`src/rtl/sbe_pkg.sv`:
```
package sbe_pkg;
  typedef enum logic [2:0] {
    ST_IDLE, ST_LEAD, ST_LOAD, ST_LOW, ST_HIGH, ST_TRAIL
  } sbeState_t;

  // strobes from control to datapath
  typedef struct packed {
    logic loadByte;   // load the shifter at a byte boundary
    logic useFifo;    // load source: TX FIFO head (1) or zero fill (0)
    logic sampleBit;  // capture miso on the rising sclk edge
    logic shiftBit;   // advance mosi on the falling sclk edge
    logic pushRx;     // store the completed byte
  } sbeStrobe_t;
endpackage

```
`src/rtl/sbe_fifo.sv`:
```
module sbe_fifo #(
  parameter int WIDTH = 8,
  parameter int DEPTH = 64
) (
  input  logic                       clk,
  input  logic                       rstN,
  input  logic                       push,
  input  logic [WIDTH-1:0]           pushData,
  input  logic                       pop,
  output logic [WIDTH-1:0]           popData,
  output logic [$clog2(DEPTH):0]     level
);
  localparam int AW = $clog2(DEPTH);
  localparam int LW = AW + 1;

  logic [WIDTH-1:0] mem [DEPTH];
  logic [AW-1:0] wrPtr, rdPtr;
  logic [LW-1:0] count;
  logic doPush, doPop;

  assign doPush = push && (count != LW'(DEPTH));
  assign doPop  = pop && (count != '0);
  assign popData = mem[rdPtr];
  assign level = count;

  always_ff @(posedge clk) begin
    if (doPush) mem[wrPtr] <= pushData;
  end

  always_ff @(posedge clk or negedge rstN) begin
    if (!rstN) begin
      wrPtr <= '0;
      rdPtr <= '0;
      count <= '0;
    end else begin
      if (doPush) wrPtr <= (wrPtr == AW'(DEPTH - 1)) ? '0 : wrPtr + AW'(1);
      if (doPop)  rdPtr <= (rdPtr == AW'(DEPTH - 1)) ? '0 : rdPtr + AW'(1);
      case ({doPush, doPop})
        2'b10:   count <= count + LW'(1);
        2'b01:   count <= count - LW'(1);
        default: count <= count;
      endcase
    end
  end

  assert_level_bound_R11: assert property (@(posedge clk) disable iff (!rstN)
    count <= LW'(DEPTH));
  assert_full_hold_R11: assert property (@(posedge clk) disable iff (!rstN)
    (count == LW'(DEPTH) && push && !pop) |=> count == LW'(DEPTH));
endmodule

```
`src/rtl/sbe_datapath.sv`:
```
module sbe_datapath import sbe_pkg::*; #(
  parameter int DEPTH = 64,
  parameter int LVL_W = 7
) (
  input  logic             clk,
  input  logic             rstN,
  input  sbeStrobe_t       strobe,
  input  logic             txPush,
  input  logic [7:0]       txData,
  input  logic             rxPop,
  output logic [7:0]       rxData,
  output logic [LVL_W-1:0] txLevel,
  output logic [LVL_W-1:0] rxLevel,
  output logic             txEmpty,
  output logic             rxFull,
  input  logic             miso,
  output logic             mosi
);
  logic [7:0] txHead, txShift, rxShift;
  logic txPop;

  assign txPop   = strobe.loadByte && strobe.useFifo;
  assign txEmpty = (txLevel == '0);
  assign rxFull  = (rxLevel == LVL_W'(DEPTH));
  assign mosi    = txShift[7];

  sbe_fifo #(.WIDTH(8), .DEPTH(DEPTH)) uTxFifo (
    .clk(clk), .rstN(rstN), .push(txPush), .pushData(txData),
    .pop(txPop), .popData(txHead), .level(txLevel));

  sbe_fifo #(.WIDTH(8), .DEPTH(DEPTH)) uRxFifo (
    .clk(clk), .rstN(rstN), .push(strobe.pushRx), .pushData(rxShift),
    .pop(rxPop), .popData(rxData), .level(rxLevel));

  always_ff @(posedge clk or negedge rstN) begin
    if (!rstN) begin
      txShift <= '0;
      rxShift <= '0;
    end else begin
      if (strobe.loadByte)      txShift <= strobe.useFifo ? txHead : 8'h00;
      else if (strobe.shiftBit) txShift <= {txShift[6:0], 1'b0};
      if (strobe.sampleBit)     rxShift <= {rxShift[6:0], miso};
    end
  end

  // a FIFO-sourced load never happens on an empty TX FIFO
  assert_tx_pop_R5: assert property (@(posedge clk) disable iff (!rstN)
    (strobe.loadByte && strobe.useFifo) |-> !txEmpty);
  assert_zero_fill_R4: assert property (@(posedge clk) disable iff (!rstN)
    (strobe.loadByte && !strobe.useFifo) |=> (mosi == 1'b0));
endmodule

```
`src/rtl/sbe_ctrl.sv`:
```
module sbe_ctrl import sbe_pkg::*; #(
  parameter int LEN_W = 24,
  parameter int DIV_W = 8
) (
  input  logic             clk,
  input  logic             rstN,
  input  logic             start,
  input  logic [LEN_W-1:0] burstLen,
  input  logic [LEN_W-1:0] txLen,
  input  logic             pauseEn,
  input  logic [DIV_W-1:0] clkDiv,
  input  logic             txEmpty,
  input  logic             rxFull,
  output sbeStrobe_t       strobe,
  output logic             sclk,
  output logic             csN,
  output logic             busy,
  output logic             doneEvt
);
  sbeState_t state, nextState;
  logic [DIV_W-1:0] divCnt, divReg;
  logic [2:0] bitCnt;
  logic [LEN_W-1:0] byteCnt, burstReg, txReg;
  logic pauseReg;
  logic halfDone, txOwed, lastByte, stallLoad, accept;

  assign halfDone  = (divCnt == divReg);
  assign txOwed    = (byteCnt < txReg);
  assign lastByte  = ((byteCnt + LEN_W'(1)) == burstReg);
  assign stallLoad = (txOwed && txEmpty) || (pauseReg && rxFull);
  assign accept    = start && (burstLen != '0);
  assign busy      = (state != ST_IDLE);

  always_comb begin
    nextState = state;
    strobe = '0;
    case (state)
      ST_IDLE:  if (accept) nextState = ST_LEAD;
      ST_LEAD:  if (halfDone) nextState = ST_LOAD;
      ST_LOAD:  if (!stallLoad) begin
                  strobe.loadByte = 1'b1;
                  strobe.useFifo  = txOwed;
                  nextState = ST_LOW;
                end
      ST_LOW:   if (halfDone) begin
                  strobe.sampleBit = 1'b1;
                  nextState = ST_HIGH;
                end
      ST_HIGH:  if (halfDone) begin
                  if (bitCnt == 3'd7) begin
                    strobe.pushRx = 1'b1;
                    nextState = lastByte ? ST_TRAIL : ST_LOAD;
                  end else begin
                    strobe.shiftBit = 1'b1;
                    nextState = ST_LOW;
                  end
                end
      ST_TRAIL: if (halfDone) nextState = ST_IDLE;
      default:  nextState = ST_IDLE;
    endcase
  end

  always_ff @(posedge clk or negedge rstN) begin
    if (!rstN) begin
      state    <= ST_IDLE;
      sclk     <= 1'b0;
      csN      <= 1'b1;
      doneEvt  <= 1'b0;
      divCnt   <= '0;
      divReg   <= '0;
      bitCnt   <= '0;
      byteCnt  <= '0;
      burstReg <= '0;
      txReg    <= '0;
      pauseReg <= 1'b0;
    end else begin
      state   <= nextState;
      sclk    <= (nextState == ST_HIGH);
      csN     <= (nextState == ST_IDLE);
      doneEvt <= (state == ST_TRAIL) && (nextState == ST_IDLE);
      if (nextState != state || state == ST_LOAD) divCnt <= '0;
      else divCnt <= divCnt + DIV_W'(1);
      if (state == ST_IDLE && accept) begin
        burstReg <= burstLen;
        txReg    <= txLen;
        divReg   <= clkDiv;
        pauseReg <= pauseEn;
        byteCnt  <= '0;
      end
      if (strobe.loadByte)      bitCnt <= '0;
      else if (strobe.shiftBit) bitCnt <= bitCnt + 3'd1;
      if (strobe.pushRx) byteCnt <= byteCnt + LEN_W'(1);
    end
  end

  assert_idle_quiet_R1: assert property (@(posedge clk) disable iff (!rstN)
    csN |-> !sclk);
  assert_done_pulse_R8: assert property (@(posedge clk) disable iff (!rstN)
    doneEvt |=> !doneEvt);
  assert_done_cs_R8: assert property (@(posedge clk) disable iff (!rstN)
    doneEvt |-> (csN && !busy));
  assert_pause_room_R6: assert property (@(posedge clk) disable iff (!rstN)
    (pauseReg && strobe.pushRx) |-> !rxFull);
  assert_start_ignored_R10: assert property (@(posedge clk) disable iff (!rstN)
    (busy && start) |=> $stable(burstReg));
  assert_stall_low_R5: assert property (@(posedge clk) disable iff (!rstN)
    (state == ST_LOAD && stallLoad) |=> !sclk);
endmodule

```
`src/rtl/spi_burst_engine.sv`:
```
module spi_burst_engine import sbe_pkg::*; #(
  parameter int FIFO_DEPTH = 64,
  parameter int LEN_W      = 24,
  parameter int DIV_W      = 8
) (
  input  logic                          clk,
  input  logic                          rstN,
  input  logic                          start,
  input  logic [LEN_W-1:0]              burstLen,
  input  logic [LEN_W-1:0]              txLen,
  input  logic                          pauseEn,
  input  logic [DIV_W-1:0]              clkDiv,
  input  logic                          txPush,
  input  logic [7:0]                    txData,
  input  logic                          rxPop,
  output logic [7:0]                    rxData,
  output logic [$clog2(FIFO_DEPTH):0]   txLevel,
  output logic [$clog2(FIFO_DEPTH):0]   rxLevel,
  output logic                          busy,
  output logic                          doneEvt,
  output logic                          sclk,
  output logic                          mosi,
  input  logic                          miso,
  output logic                          csN
);
  localparam int LVL_W = $clog2(FIFO_DEPTH) + 1;

  sbeStrobe_t strobe;
  logic txEmpty, rxFull;

  sbe_ctrl #(.LEN_W(LEN_W), .DIV_W(DIV_W)) uCtrl (
    .clk(clk), .rstN(rstN), .start(start), .burstLen(burstLen),
    .txLen(txLen), .pauseEn(pauseEn), .clkDiv(clkDiv),
    .txEmpty(txEmpty), .rxFull(rxFull), .strobe(strobe),
    .sclk(sclk), .csN(csN), .busy(busy), .doneEvt(doneEvt));

  sbe_datapath #(.DEPTH(FIFO_DEPTH), .LVL_W(LVL_W)) uData (
    .clk(clk), .rstN(rstN), .strobe(strobe), .txPush(txPush),
    .txData(txData), .rxPop(rxPop), .rxData(rxData),
    .txLevel(txLevel), .rxLevel(rxLevel), .txEmpty(txEmpty),
    .rxFull(rxFull), .miso(miso), .mosi(mosi));
endmodule

```
`config.mk`:
```
export PLATFORM = sky130hd
export DESIGN_NAME = spi_burst_engine
export DESIGN_NICKNAME = d
export VERILOG_FILES = /design/src/rtl/sbe_pkg.sv /design/src/rtl/sbe_fifo.sv /design/src/rtl/sbe_datapath.sv /design/src/rtl/sbe_ctrl.sv /design/src/rtl/spi_burst_engine.sv
export SDC_FILE = /design/constraint.sdc
export NUM_CORES = 1
export LEC_CHECK = 0
export BUFFER_PORTS_ARGS = -buffer_cell sky130_fd_sc_hd__clkbuf_2
export CAP_MARGIN = 0
export CORE_AREA = 3 3 352 354
export CTS_BUF_LIST = sky130_fd_sc_hd__clkbuf_2 sky130_fd_sc_hd__clkbuf_4 sky130_fd_sc_hd__clkbuf_8
export CTS_CLUSTER_SIZE = 20
export DETAILED_ROUTE_END_ITERATION = 8
export DIE_AREA = 0 0 355 357
export GPL_TIMING_DRIVEN = 0
export PLACE_DENSITY = 0.52
export SYNTH_ARGS = -nofsm -noshare
export SYNTH_HDL_FRONTEND = slang
export SYNTH_SLANG_ARGS = --single-unit
export TNS_END_PERCENT = 1
```
`constraint.sdc`:
```
create_clock -name clk -period 8.6 [get_ports clk]
set_input_delay 0 -clock clk [delete_from_list [all_inputs] [get_ports clk]]
set_output_delay 0 -clock clk [all_outputs]
set_load 0.01 [all_outputs]
```
==> out/metrics.cfg <==
[setup_path]
cp.depth = 19
ff2ff_path_depth = 19
crit_end = uData.uTxFifo.level[6]
startpoint = uCtrl.byteCnt[19]
reg2reg_to = uData.uTxFifo.level[6]
max_stage_delay_ps = 480
worstReg2RegStart = uCtrl.byteCnt[19]
critical_path.top_delay_family = compound AO/OA/AOI/OAI gates
end_kind = flop
r2r_setup_slack_ps = 3660
path_cells = ha_1, and3_1, a221o_1, a221oi_1, o31a_1, nand2_1, nor3_4, buf_2, ha_1, inv_1, fa_1, nor2b_1, o21ai_0, a21oi_1, o21a_1, nor2_1, xnor2_1, nor2_1, xnor2_1
critPathMaxFanout = 10
path_class = flop to flop
cp-start-kind = flop
critPathArrivalTime_ps = 5720
critPathSlowestCell = dfrtp_1
path_buf_inv = 2
crit_required_ps = 9380

[route]
ant_nets = 0
routed_via_density = 5.39
vias = 26600
drt_iter0_drc = 2166
post-route-drc-count = 0
wl_per_cell_um = 25.0
drtPass1Iterations = 5
totalWireLength_mm = 123

[status]
outcome = finished, final reports clean

[sta]
finClkSkew_ps = 38.9
worst_pin_slew_ps = 1340
finalCriticalPeriod_ps = 4940
fmax_mhz = 202
rsz0062_at_grt = no
max_slew_margin_pct = 10.4
fin_tns_setup_ps = 0
setup_violations = 0
slew_violations = 0
period_share_pct = 57.4
hold_violations = 0

[final_layout]
fin_nets = 3257
drive_gt1_share_pct = 25.3
area_growth_pct = 16.5
stdcell_area_um2 = 56300

[logic_synthesis]
async_flop_share_pct = 12.9
synth_flop_cell = edfxtp_1
yosysWarnings = 0
synth-adder-area-share_pct = 1.20
syn_area_per_cell_um2 = 17.9
synthDistinctLibCells = 69
synthSimpleGateAreaFrac_pct = 4.38
synth.area.mux_share_pct = 15.5
synth_xor_area_share_pct = 1.32
synth_fp_nets = 2821
ys_seq_elements = 1176
synth-edff-count = 1024
synth_compound_area_share_pct = 4.24
synth_top_family_by_area = multiplexers
synth.cell_area_um2 = 48300
synthCells = 2705
seq_area_frac_synth_pct = 71.6

[pwr]
power_switching_w = 0.00334
switching_share_pct = 25.6
p_seq_share_pct = 48.2
p_leak_nw = 18.6
pwr-share-comb_pct = 14.8
power_density_nw_per_um2 = 232
p_int_w = 0.00970
p_clk_share_pct = 36.9
vdd_drop_max_mv = 0.153

[placed_design]
dp_hpwl_mm = 82.3
gp_congestion = 0.867
port_buffers = 97
dpl_cell_area_um2 = 51000

[floorplan]
dieHeight_um = 357
rows = 128
start_util_pct = 39.8
die_w_um = 355
core_um2 = 121000
ioPinCount = 98
die_area_um2 = 127000

[clock_tree]
cts_max_level = 4
cts_buffers = 194
post-cts-setup-buffers = 0
max-clock-path-buffers = 3
clk_latency_ps = 870
cts_root_buf = clkbuf_8
post_cts_resized = 0
clock_sinks = 1176
cts_tree = yes
clk_pin_slew_ps = 60

[run]
maxCapViolCount = 0

[global_routing]
grt_max_degree = 106
grt-ovfl-total = 0
grt_pass1_wl_mm = 182
antenna_found_initial = 2
first_global_vias = 27800
track_usage_pct = 19.6

[hold_path]
hold_class = primary input to flop

Yosys cell counts (6+ instances only):
cell type / n / area (um2)
a21o_1: 11 / 82.6
a21oi_1: 56 / 280
a221oi_1: 33 / 289
a22oi_1: 34 / 255
a31oi_1: 8 / 50.1
and2_1: 9 / 56.3
and3_1: 12 / 75.1
buf_1: 15 / 56.3
buf_2: 37 / 185
buf_4: 8 / 60.1
buf_6: 7 / 78.8
clkbuf_1: 79 / 297
dfrtp_1: 151 / 3780
edfxtp_1: 1024 / 30700
ha_1: 43 / 538
inv_1: 47 / 176
mux2_2: 97 / 1090
mux2i_1: 97 / 971
mux4_2: 239 / 5380
nand2_1: 128 / 480
nand2b_1: 6 / 37.5
nand3_1: 27 / 135
nand3b_1: 8 / 60.1
nand4_1: 18 / 113
nor2_1: 184 / 691
nor2b_1: 9 / 56.3
nor4_1: 15 / 93.8
o21ai_0: 120 / 601
o21ai_1: 11 / 55.1
o31ai_1: 12 / 90.1
o41ai_1: 9 / 78.8
xnor2_1: 53 / 464
xor2_1: 20 / 175
how the worst min path moves through the flow:
stage / start / to / slack (ps) / depth (start not counted)
floorplan: rstN / uCtrl.bitCnt[0] / -300 / 0
global placement: txLen[6] / uCtrl.txReg[6] / 230 / 2
detailed placement: rstN / uCtrl.txReg[9] / -10 / 1
CTS: rstN / uCtrl.byteCnt[8] / 130 / 4
global route: txData[7] / uData.uTxFifo.mem[26][7] / 70 / 2
finish: txData[4] / uData.uTxFifo.mem[4][4] / 130 / 2
logic make-up after synthesis:
family                   after synthesis
adder cells (fa/ha/maj)               45
flip-flops                          1176
multiplexers                         437
AO/OA/AOI/OAI                        326
AND/OR/NAND/NOR                      454
XOR/XNOR                              73
buffers and inverters                194
sequential cells by signal, indices dropped and copies added, names as in the netlist, 3 cells and up:
signal               flops
uCtrl.bitCnt             3
uCtrl.burstReg          24
uCtrl.byteCnt           24
uCtrl.divCnt             8
uCtrl.divReg             8
uCtrl.state              3
uCtrl.txReg             24
uData.rxShift            8
uData.txShift            8
uData.uRxFifo.level      7
uData.uRxFifo.mem      512
uData.uRxFifo.rdPtr      6
uData.uRxFifo.wrPtr      6
uData.uTxFifo.level      7
uData.uTxFifo.mem      512
uData.uTxFifo.rdPtr      6
uData.uTxFifo.wrPtr      6
power by group through the flow:
stage	combinational, W	sequential (W)	clock (W)
finish	0.00193	0.00629	0.00481
global route	0.00206	0.00629	0.00521
CTS	0.00198	0.00629	0.00494
detailed placement	0.00193	0.00641	0
global placement	0.00187	0.00643	0
floorplan	0.00117	0.00641	0
layout by cell type, fill, tap and decap left out, types with 11 or more instances in the layout:
cell type      count
edfxtp_1        1024
mux4_2           239
clkbuf_8         205
nor2_1           184
dfrtp_1          143
nand2_1          128
dlygate4sd3_1    128
o21ai_0          120
mux2_2            97
mux2i_1           97
clkbuf_2          91
clkbuf_1          79
clkbuf_4          60
a21oi_1           56
xnor2_1           53
clkinv_1          53
inv_1             47
ha_1              43
buf_2             41
a22oi_1           34
a221oi_1          33
clkinv_2          29
nand3_1           27
xor2_1            20
nand4_1           18
nor4_1            15
buf_1             15
and3_1            12
o31ai_1           12
buf_12            12
o21ai_1           11
a21o_1            11
repair_timing:
action / 4_1_cts / 5_1_grt
hold endpoints to repair: 318 / 320
setup endpoints to repair: 0 / 0
hold buffers: 124 / 5
per-layer routing:
layer  global-route usage (%)  share of wire [%]  routed length (um)  vias up
li1                         -                  -                   -    11700
met1                     26.1                 43               52500    13900
met2                     32.6                 50               61800      796
met3                     3.72                5.1                6340      164
met4                     6.25                2.3                2800        0
met5                        0                  0                   0        -
through the flow:
| stage | hold slack (ps) | setup WS (ps) | power, W | utilization, % | cells |
|---|---|---|---|---|---|
| 2_1_floorplan | -296 | 4720 | 0.00757 | - | 2705 |
| 3_3_place_gp | 234 | 3740 | 0.00830 | 41.8 | 4427 |
| 3_5_place_dp | -13.2 | 3660 | 0.00833 | 42.0 | 4437 |
| 4_1_cts | 126 | 3570 | 0.0132 | 46.2 | 4922 |
| 5_1_grt | 68.0 | 3350 | 0.0136 | 46.3 | 4933 |
| 6_report | 128 | 3660 | 0.0130 | 46.3 | 4933 |
cell type report:
| type | count | area, um2 |
|---|---|---|
| fillers | 10500 | 65100 |
| flip-flops and latches | 1176 | 34600 |
| multi-input cells | 1335 | 12900 |
| clock buffers | 263 | 3250 |
| repair buffers | 240 | 2100 |
| well taps | 1625 | 2030 |
| plain buffers | 147 | 682 |
| clock inverters | 98 | 576 |
| inverters | 47 | 176 |
| diodes | 2 | 5.00 |
(Power assumes the default switching activity.)
